**config.mk**
```make
export PLATFORM = sky130hd
export DESIGN_NAME = ext_irq_sense
export DESIGN_NICKNAME = d
export VERILOG_FILES = /design/src/rtl/eis_pkg.sv /design/src/rtl/eis_sync.sv /design/src/rtl/eis_line.sv /design/src/rtl/eis_prio.sv /design/src/rtl/ext_irq_sense.sv
export SDC_FILE = /design/constraint.sdc
export NUM_CORES = 1
export LEC_CHECK = 0
export BUFFER_PORTS_ARGS = -buffer_cell sky130_fd_sc_hd__buf_4
export CORE_MARGIN = 2
export CORE_UTILIZATION = 50
export DETAILED_ROUTE_END_ITERATION = 10
export HOLD_SLACK_MARGIN = 0.08
export PLACE_DENSITY = 0.77
export SYNTH_ARGS = -nofsm -noshare
export SYNTH_HDL_FRONTEND = slang
export SYNTH_SLANG_ARGS = --single-unit
```
**constraint.sdc**
```tcl
create_clock -name clk -period 4.3 [get_ports clk]
set_input_delay 0.215 -clock clk [delete_from_list [all_inputs] [get_ports clk]]
set_output_delay 0.215 -clock clk [all_outputs]
set_load 0.02 [all_outputs]
```
**src/rtl/eis_pkg.sv**
```systemverilog
`timescale 1ns/1ps
package eis_pkg;
   typedef enum logic [1:0] {
      SENSE_LOW  = 2'b00,
      SENSE_ANY  = 2'b01,
      SENSE_FALL = 2'b10,
      SENSE_RISE = 2'b11
   } sense_e;

   localparam int unsigned REG_SENSE = 0;
   localparam int unsigned REG_MASK  = 1;
   localparam int unsigned REG_FLAG  = 2;
endpackage

```
**src/rtl/eis_sync.sv**
```systemverilog
`timescale 1ns/1ps
module eis_sync #(
   parameter int   STAGES  = 2,
   parameter logic RST_VAL = 1'b1
) (
   input  logic clk,
   input  logic rst_n,
   input  logic din,
   output logic dout
);
   if (STAGES < 2) begin : g_bad_stages
      $error("eis_sync: STAGES must be at least 2");
   end

   logic [STAGES-1:0] chain_q;

   always_ff @(posedge clk or negedge rst_n) begin
      if (!rst_n) chain_q <= {STAGES{RST_VAL}};
      else        chain_q <= {chain_q[STAGES-2:0], din};
   end

   assign dout = chain_q[STAGES-1];
endmodule

```
**src/rtl/eis_line.sv**
```systemverilog
`timescale 1ns/1ps
module eis_line
   import eis_pkg::*;
#(
   parameter int SYNC_STAGES = 2
) (
   input  logic       clk,
   input  logic       rst_n,
   input  logic       pin_i,
   input  logic [1:0] sense_i,
   input  logic       clr_i,
   output logic       flag_o,
   output logic       evt_o,
   output logic       pend_o
);
   logic s_cur, s_prev, level, flag_q;

   eis_sync #(.STAGES(SYNC_STAGES), .RST_VAL(1'b1)) u_sync (
      .clk  (clk),
      .rst_n(rst_n),
      .din  (pin_i),
      .dout (s_cur)
   );

   always_ff @(posedge clk or negedge rst_n) begin
      if (!rst_n) s_prev <= 1'b1;
      else        s_prev <= s_cur;
   end

   assign level = (sense_e'(sense_i) == SENSE_LOW);

   always_comb begin
      unique case (sense_e'(sense_i))
         SENSE_ANY:  evt_o = s_cur ^ s_prev;
         SENSE_FALL: evt_o = s_prev & ~s_cur;
         SENSE_RISE: evt_o = ~s_prev & s_cur;
         default:    evt_o = 1'b0;
      endcase
   end

   // hardware set has priority over any clear
   always_ff @(posedge clk or negedge rst_n) begin
      if (!rst_n)     flag_q <= 1'b0;
      else if (level) flag_q <= 1'b0;
      else if (evt_o) flag_q <= 1'b1;
      else if (clr_i) flag_q <= 1'b0;
   end

   assign flag_o = flag_q;
   assign pend_o = level ? ~s_cur : flag_q;
endmodule

```
**src/rtl/eis_prio.sv**
```systemverilog
`timescale 1ns/1ps
module eis_prio #(
   parameter int N    = 3,
   parameter int ID_W = 2
) (
   input  logic [N-1:0]    act_i,
   output logic            any_o,
   output logic [ID_W-1:0] id_o
);
   always_comb begin
      id_o = '0;
      for (int i = N - 1; i >= 0; i--) begin
         if (act_i[i]) id_o = ID_W'(i);
      end
   end

   assign any_o = |act_i;
endmodule

```
**src/rtl/ext_irq_sense.sv**
```systemverilog
`timescale 1ns/1ps
module ext_irq_sense
   import eis_pkg::*;
#(
   parameter int NUM_LINES   = 3,
   parameter int DATA_W      = 8,
   parameter int ADDR_W      = 2,
   parameter int SYNC_STAGES = 2,
   localparam int ID_W       = (NUM_LINES > 1) ? $clog2(NUM_LINES) : 1,
   localparam int SENSE_W    = 2 * NUM_LINES
) (
   input  logic              clk,
   input  logic              rst_n,
   input  logic [NUM_LINES-1:0] pin_i,
   input  logic              gie_i,
   input  logic              bus_wr_i,
   input  logic [ADDR_W-1:0] bus_addr_i,
   input  logic [DATA_W-1:0] bus_wdata_i,
   output logic [DATA_W-1:0] bus_rdata_o,
   input  logic              ack_i,
   input  logic [ID_W-1:0]   ack_id_i,
   output logic              irq_o,
   output logic [ID_W-1:0]   irq_id_o
);
   if (NUM_LINES < 1 || SENSE_W > DATA_W) begin : g_bad_lines
      $error("ext_irq_sense: sense codes must fit in one data word");
   end
   if (ADDR_W < 2) begin : g_bad_addr
      $error("ext_irq_sense: ADDR_W must hold three register addresses");
   end

   logic [SENSE_W-1:0]   sense_q;
   logic [NUM_LINES-1:0] mask_q, flag_q, evt_w, pend_w, clr_w;
   logic wr_sense, wr_mask, wr_flag, any_act;

   assign wr_sense = bus_wr_i && (bus_addr_i == ADDR_W'(REG_SENSE));
   assign wr_mask  = bus_wr_i && (bus_addr_i == ADDR_W'(REG_MASK));
   assign wr_flag  = bus_wr_i && (bus_addr_i == ADDR_W'(REG_FLAG));

   always_ff @(posedge clk or negedge rst_n) begin
      if (!rst_n) begin
         sense_q <= '0;
         mask_q  <= '0;
      end else begin
         if (wr_sense) sense_q <= bus_wdata_i[SENSE_W-1:0];
         if (wr_mask)  mask_q  <= bus_wdata_i[NUM_LINES-1:0];
      end
   end

   if (DATA_W > SENSE_W) begin : g_unused_data
      logic unused_wdata;
      assign unused_wdata = ^bus_wdata_i[DATA_W-1:SENSE_W];
   end

   for (genvar n = 0; n < NUM_LINES; n++) begin : g_line
      assign clr_w[n] = (wr_flag && bus_wdata_i[n]) ||
                        (ack_i && (ack_id_i == ID_W'(n)));
      eis_line #(.SYNC_STAGES(SYNC_STAGES)) u_line (
         .clk    (clk),
         .rst_n  (rst_n),
         .pin_i  (pin_i[n]),
         .sense_i(sense_q[2*n +: 2]),
         .clr_i  (clr_w[n]),
         .flag_o (flag_q[n]),
         .evt_o  (evt_w[n]),
         .pend_o (pend_w[n])
      );
   end

   eis_prio #(.N(NUM_LINES), .ID_W(ID_W)) u_prio (
      .act_i(pend_w & mask_q),
      .any_o(any_act),
      .id_o (irq_id_o)
   );

   assign irq_o = gie_i && any_act;

   always_comb begin
      bus_rdata_o = '0;
      if (bus_addr_i == ADDR_W'(REG_SENSE))     bus_rdata_o[SENSE_W-1:0]   = sense_q;
      else if (bus_addr_i == ADDR_W'(REG_MASK)) bus_rdata_o[NUM_LINES-1:0] = mask_q;
      else if (bus_addr_i == ADDR_W'(REG_FLAG)) bus_rdata_o[NUM_LINES-1:0] = flag_q;
   end
endmodule

```
==> results by group, run 1 <==
Yosys
  – Cell Area, Synth: 0.001130 mm^2
  – Count of warnings emitted by yosys: 0
  – Cells after Synth: 94
  – Synth unique cells: 31
  – EDFF count, synth: 0
  – Sequential area share after synthesis: 0.4751
  – Register bit count reported by yosys: 21
  – Syn Area/Cell: 12.02 um^2
  – Asr flop ratio synth: 1.000
  – Prevailing post-synth register cell: dfrtp_1

Setup path
  – Worst-path cell chain: or3_1, a21bo_1, a31oi_1, buf_4
  – R2R Setup Slk: 2.81 ns
  – Biggest cell delay along the critical path: 0.45 ns
  – Slowest cell on the critical path: dfrtp_1
  – Worst path top cell family by delay: flip-flops
  – Crit start category: register
  – Critical path endpoint category: output pin
  – CP Class: reg -> out
  – Buf/Inv on CP: 1
  – Critical Path RT: 4.09 ns
  – Worst Path Arrival: 1.67 ns
  – Largest fanout on the critical path: 6

Timing
  – Slew Viols, Final: 0
  – Final setup viols: 0
  – Setup TNS Final: 0 ns
  – Final hold vios: 0
  – Post-Route Skew: 0.007269 ns
  – Achievable frequency: 529.8 MHz
  – Final critical-path required period: 1.888 ns
  – RSZ-0062 raised after global routing: no
  – Fin crit share: 0.4390

Power
  – Peak supply drop: 0.0002628 V
  – Leakage: 0.6730 nW
  – P per Cell Area: 377.7 mW/mm^2

Clocking
  – CTS root buffer: clkbuf_4
  – Postcts setup bufs: 0
  – Total CTS buffers: 3
  – H-tree depth: 1
  – Worst skew pair latency: 0.30 ns
  – Sink count of the clock tree: 21
  – CTS clk-pin slew, worst paths: 0.11 ns
  – CTS-repair resized insts: 0
  – Hold buffers post-CTS: 4
  – Clock Path Buffers: 2
  – CTS tree: done

Route
  – DR WL/cell: 13.63 um
  – DRC Markers: 0
  – Starting DRT DRC Count: 10
  – Routed Wire Length: 2.085 mm
  – Detail Route Antenna Nets: 0
  – Vias per inst: 5.229
  – Drt pass-1 iters: 4
  – Vias: 800

Floorplanning
  – Area of the die: 0.002656 mm^2
  – Top Ports: 31
  – Num rows: 17
  – Die X: 51.54 um
  – Die height: 51.54 um
  – Core area: 0.002170 mm^2
  – Initial Utilization: 0.5208

Final layout
  – Layout cells sized above 1: 0.4480
  – Syn-to-layout area delta: 23.59%
  – Nets: 152
  – Fillers: 169
  – Diode count: 0
  – Most frequent cells in the layout: buf_4 (26), dfrtp_1 (12), dfstp_2 (9), inv_1 (8), o21ai_0 (7)
  – Commonest non-fill, non-tap cell in the layout: buf_4
  – Final Instance Count excl. Fillers: 153

Global route
  – Largest net degree at the start of global routing: 22
  – Tot GR Track Use: 0.1783
  – Vias in the first global route: 751
  – GRT overflow: 0
  – First-pass GRT wire length: 3.374 mm
  – Antenna violations before repair: 0

Placed design
  – Detail Placement HPWL: 1.577 mm
  – Placed insts: 145
  – Global placement routability congestion: 0.7938
  – PortBufs: 26

Run
  – Max-cap violations: 0

Worst hold path
  – Worst Hold Class: in -> reg

Outcome
  – Status: finished clean
## where the power goes
group	total (mW)	leakage [nW]	internal, mW	switching (mW)
clock network	0.0954	0.0150	0.0362	0.0592
registers	0.263	0.237	0.232	0.0312
logic	0.169	0.421	0.0935	0.0751
total	0.527	0.673	0.362	0.166
## worst paths after layout
check / startpoint / to / depth (start not counted)
setup reg to reg: g_line[1].u_line.u_sync.chain_q[1]$_DFF_PN1_ / g_line[1].u_line.flag_o$_DFFE_PN0P_ / 4
max in group asynchronous: rst_n / g_line[1].u_line.s_prev$_DFF_PN1_ / 2
min in group asynchronous: rst_n / mask_q[2]$_DFFE_PN0P_ / 2
setup / recovery: sense_q[5]$_DFFE_PN0P_ / irq_o / 4
hold / removal: bus_wdata_i[5] / sense_q[5]$_DFFE_PN0P_ / 2
hold reg to reg: g_line[0].u_line.u_sync.chain_q[0]$_DFF_PN1_ / g_line[0].u_line.u_sync.chain_q[1]$_DFF_PN1_ / 0
## sequential cells by signal (all words and copies together), names as in the netlist
name,cells
g_line.u_line.u_sync.chain_q,6
sense_q,6
g_line.u_line.flag_o,3
g_line.u_line.s_prev,3
mask_q,3
## cell usage after synthesis, types with 2 or more instances
| cell type | count | area, um^2 |
|---|---|---|
| nor3b_1 | 2 | 15.01 |
| o21a_1 | 2 | 15.01 |
| dfstp_2 | 9 | 236.5 |
| ha_1 | 6 | 75.07 |
| inv_1 | 8 | 30.03 |
| nor2_1 | 2 | 7.510 |
| mux2_4 | 6 | 90.09 |
| a221o_1 | 2 | 20.02 |
| nand2_1 | 5 | 18.77 |
| mux2i_1 | 3 | 30.03 |
| buf_4 | 3 | 22.52 |
| a31oi_1 | 2 | 12.51 |
| o21ai_0 | 7 | 35.03 |
| or3_1 | 2 | 12.51 |
| and2_1 | 3 | 18.77 |
| dfrtp_1 | 12 | 300.3 |
| mux2_2 | 6 | 67.56 |
## metal layers
| layer | part of all wire | routed length [um] | track usage | vias up |
|---|---|---|---|---|
| met5 | 0 | 0 | 0 | - |
| met4 | 0.021 | 43 | 0.1096 | 0 |
| met3 | 0.052 | 109 | 0.02586 | 6 |
| met2 | 0.46 | 955 | 0.2650 | 27 |
| met1 | 0.47 | 976 | 0.2462 | 380 |
| li1 | - | - | - | 387 |
## metrics by stage
stage	cell area, um^2	hold WS [ns]	power (mW)	utilization	setup slack, ns
floorplan	1134	-0.08059	0.3718	-	2.742
global placement	1330	0.1094	0.4267	0.6130	2.771
detailed placement	1330	0.1097	0.4328	0.6130	2.757
CTS	1396	0.1276	0.5302	0.6436	2.404
global route	1396	0.1214	0.5599	0.6436	2.309
finish	1396	0.1361	0.5274	0.6436	2.412
## cell type report
type / instances / area (um^2) / share of cell area
Clock buffer: 4 / 26.28 / 0.01882
Tap cell: 28 / 35.03 / 0.02509
Multi-Input combinational cell: 62 / 533.0 / 0.3817
Sequential cell: 21 / 536.8 / 0.3844
Inverter: 8 / 30.03 / 0.02151
Timing Repair Buffer: 30 / 235.2 / 0.1685
## cell families after synthesis
logic type	share of synthesized area
compound gates	0.1196
other cells	0.003319
fa+ha+maj	0.06644
mux	0.1661
simple gates	0.1130
buf+inv	0.05648
flops	0.4751
Power figures use the tool's default switching activity.
==> run 2, diff against run 1 <==
--- a/config.mk
+++ b/config.mk
@@ -7,10 +7,10 @@
 export LEC_CHECK = 0
 export BUFFER_PORTS_ARGS = -buffer_cell sky130_fd_sc_hd__buf_4
 export CORE_MARGIN = 2
-export CORE_UTILIZATION = 50
+export CORE_UTILIZATION = 46
 export DETAILED_ROUTE_END_ITERATION = 10
 export HOLD_SLACK_MARGIN = 0.08
-export PLACE_DENSITY = 0.77
+export PLACE_DENSITY = 0.74
 export SYNTH_ARGS = -nofsm -noshare
 export SYNTH_HDL_FRONTEND = slang
 export SYNTH_SLANG_ARGS = --single-unit
==> constraint.sdc (replaced) <==
create_clock -name clk -period 1.7 [get_ports clk]
set_input_delay 0.085 -clock clk [delete_from_list [all_inputs] [get_ports clk]]
set_output_delay 0.085 -clock clk [all_outputs]
set_load 0.02 [all_outputs]
==> run 2 against run 1 <==
  * Via count is 4.4% higher
  * Global-route usage up 0.95 points
  * Count of clock-buffer cells in the layout decreased by 1
  * Clock power rose to 2.5 times the previous value
  * Cell count is 7.8% higher
  * Utilization up 1.7 points
  * Largest cell class unchanged
  * Highest routed layer unchanged
==> results by group, run 2 (synthesis gave the netlist of run 1 again) <==
Route
  – DRC Markers: 0 (unchanged)
  – DR WL/cell: 14.04 um (+3.0%)
  – Drt pass-1 iters: 4 (unchanged)
  – DR WL met3: 86 um (-21%)
  – Starting DRT DRC Count: 4 (-6)
  – Highest routed layer: met4
  – Vias: 835 (+4.4%)
  – WL met1: 1.067 mm (+9.3%)
  – Detail Route Antenna Nets: 0 (unchanged)
  – Vias per inst: 5.061 (-3.2%)
  – Met2 Wirelength: 1.138 mm (+19%)
  – Routed Wire Length: 2.316 mm (+11%)

Final layout
  – Syn-to-layout area delta: 33.00%
  – Layout cells sized above 1: 0.4599 (+0.01185)
  – Nets: 164 (+7.9%)
  – Top Registers: g_line.u_line.u_sync.chain_q: 6 flops, sense_q: 6 flops
  – Diode count: 0 (unchanged)
  – Commonest non-fill, non-tap cell in the layout: buf_4
  – Most frequent cells in the layout: buf_4 (32), dfrtp_1 (12), dlygate4sd3_1 (10), dfstp_2 (9), inv_1 (8)
  – Core Util, Final: 0.6603 (+0.01665)
  – Final Instance Count excl. Fillers: 165 (+7.8%)

Power
  – Final Power: 1.389 mW (+160%)
  – Sw frac: 0.3154 (+0.001501)
  – Sequential Power Share: 0.470 (-0.029)
  – Leakage: 0.7299 nW (+8.4%)
  – Peak supply drop: 0.0006500 V (+150%)
  – Internal power component: 0.9509 mW (+160%)
  – Switch Pwr: 0.4380 mW (+160%)
  – P per Cell Area: 924.3 mW/mm^2 (+140%)
  – Clock power frac: 0.175 (-0.006)
  – Comb pwr share: 0.355 (+0.035)

Clocking
  – Sink count of the clock tree: 21 (unchanged)
  – H-tree depth: 1 (unchanged)
  – Total CTS buffers: 3 (unchanged)
  – Worst skew pair latency: 0.31 ns (about the same)
  – CTS tree: done
  – CTS root buffer: clkbuf_4
  – CTS clk-pin slew, worst paths: 0.13 ns (+0.02 ns)
  – Clock Path Buffers: 2 (unchanged)

Setup path
  – Critical Path RT: 1.62 ns (-2.47 ns)
  – Biggest cell delay along the critical path: 0.39 ns (-0.06 ns)
  – Slowest cell on the critical path: dfstp_2
  – Worst Path Arrival: 1.59 ns (-0.08 ns)
  – Worst-path cell chain: or3_1, a21bo_1, a31oi_1, buf_4
  – Crit start category: register
  – Critical path endpoint category: output pin
  – CP Class: reg -> out
  – Largest fanout on the critical path: 2 (-4)

Placed design
  – Placed insts: 145 (unchanged)
  – Global placement routability congestion: 0.8195 (+3.2%)
  – PortBufs: 26 (unchanged)
  – Dpl ws: 0.2240 ns (-2.533 ns)
  – Detail Placement HPWL: 1.646 mm (+4.4%)

Timing
  – Fin Hold WS: 0.1577 ns (+0.02155 ns)
  – Final critical-path required period: 1.679 ns
  – RSZ-0062 raised after global routing: yes
  – Post-Route Skew: 0.01729 ns (+0.01002 ns)
  – Final setup viols: 0 (unchanged)
  – Final hold vios: 0 (unchanged)
  – Slew Viols, Final: 0 (unchanged)
  – Final setup margin: 0.02076 ns (-2.392 ns)
  – Fin crit share: 0.9878
  – Achievable frequency: 595.5 MHz

Outcome
  – Status: finished clean

Floorplanning
  – Area of the die: 0.002869 mm^2 (+8.0%)
  – Core area: 0.002276 mm^2 (+4.9%)
  – Num rows: 17 (unchanged)
  – Die height: 53.56 um (+3.9%)
  – Initial Utilization: 0.4964 (-0.02433)
  – Top Ports: 31 (unchanged)
  – Die X: 53.56 um (+3.9%)

Global route
  – Largest net degree at the start of global routing: 22 (unchanged)
  – Tot GR Track Use: 0.1878 (+0.009499)
  – Antenna violations before repair: 0 (unchanged)
  – GRT overflow: 0 (unchanged)
  – Vias in the first global route: 836 (+11%)
  – First-pass GRT wire length: 3.795 mm (+12%)

Run
  – Max-cap violations: 0 (unchanged)

Worst hold path
  – Worst Hold Class: in -> async
-- run 2: cell types whose count changed in the layout (fill, tap and decap cells not counted), sizes merged --
cell / change
dlygate4sd3: +6
buf: +6
clkbuf: -1
clkinv: +1
-- run 2: path summary, 6_finish.rpt --
| check | startpoint | end | slack (ns) | cells past startpoint |
|---|---|---|---|---|
| setup / recovery | g_line[2].u_line.u_sync.chain_q[1]$_DFF_PN1_ | irq_o | 0.02 | 4 |
| hold / removal | rst_n | g_line[2].u_line.flag_o$_DFFE_PN0P_ | 0.16 | 2 |
| setup reg to reg | g_line[2].u_line.u_sync.chain_q[1]$_DFF_PN1_ | g_line[2].u_line.flag_o$_DFFE_PN0P_ | 0.18 | 5 |
| hold reg to reg | g_line[1].u_line.u_sync.chain_q[0]$_DFF_PN1_ | g_line[1].u_line.u_sync.chain_q[1]$_DFF_PN1_ | 0.36 | 0 |
| max in group asynchronous | rst_n | g_line[1].u_line.u_sync.chain_q[1]$_DFF_PN1_ | 1.25 | 2 |
| min in group clk | bus_wr_i | mask_q[2]$_DFFE_PN0P_ | 0.19 | 3 |
-- run 2: layout make-up --
| class | count | area, um^2 |
|---|---|---|
| clock buffers | 3 | 22.52 |
| clock inverters | 1 | 5.005 |
| fillers | 171 | 773.2 |
| inverters | 8 | 30.03 |
| multi-input cells | 62 | 533.0 |
| flip-flops and latches | 21 | 536.8 |
| well taps | 28 | 35.03 |
| repair buffers | 42 | 340.3 |
-- run 2: metrics by stage --
| step | cell area [um^2] | setup TNS, ns |
|---|---|---|
| CTS | 1503 | 0 |
| global placement | 1330 | 0 |
| finish | 1503 | 0 |
| floorplan | 1134 | 0 |
| global route | 1503 | -0.1209 |
| detailed placement | 1330 | 0 |
-- run 2: timing repair --
item | in CTS | in global routing
hold endpoints to repair | 33 | 0
pin swaps | 1 | 0
buffers inserted | 6 | 0
gates resized for setup | 0 | 1
endpoints found under the setup margin | 2 | 3
hold buffers | 10 | 0
-- run 2: per-layer routing --
metal,track usage,vias up
li1,-,411
met1,0.2486,401
met2,0.3210,21
met3,0.01944,2
met4,0.06410,0
met5,0,-
-- run 2: power by group through the flow --
stage	logic, mW	clock network [mW]	registers, mW
after floorplan	0.291	0	0.649
after global placement	0.410	0	0.671
after detailed placement	0.422	0	0.677
after CTS	0.496	0.252	0.652
after global routing	0.540	0.273	0.668
final	0.493	0.243	0.653
-- run 2: critical path, delay by kind of cell, from the launching register on --
| kind | cells | cell delay [ns] |
|---|---|---|
| flops | 1 | 0.39 |
| compound gates | 2 | 0.37 |
| simple gates | 1 | 0.36 |
| buf+inv | 1 | 0.16 |
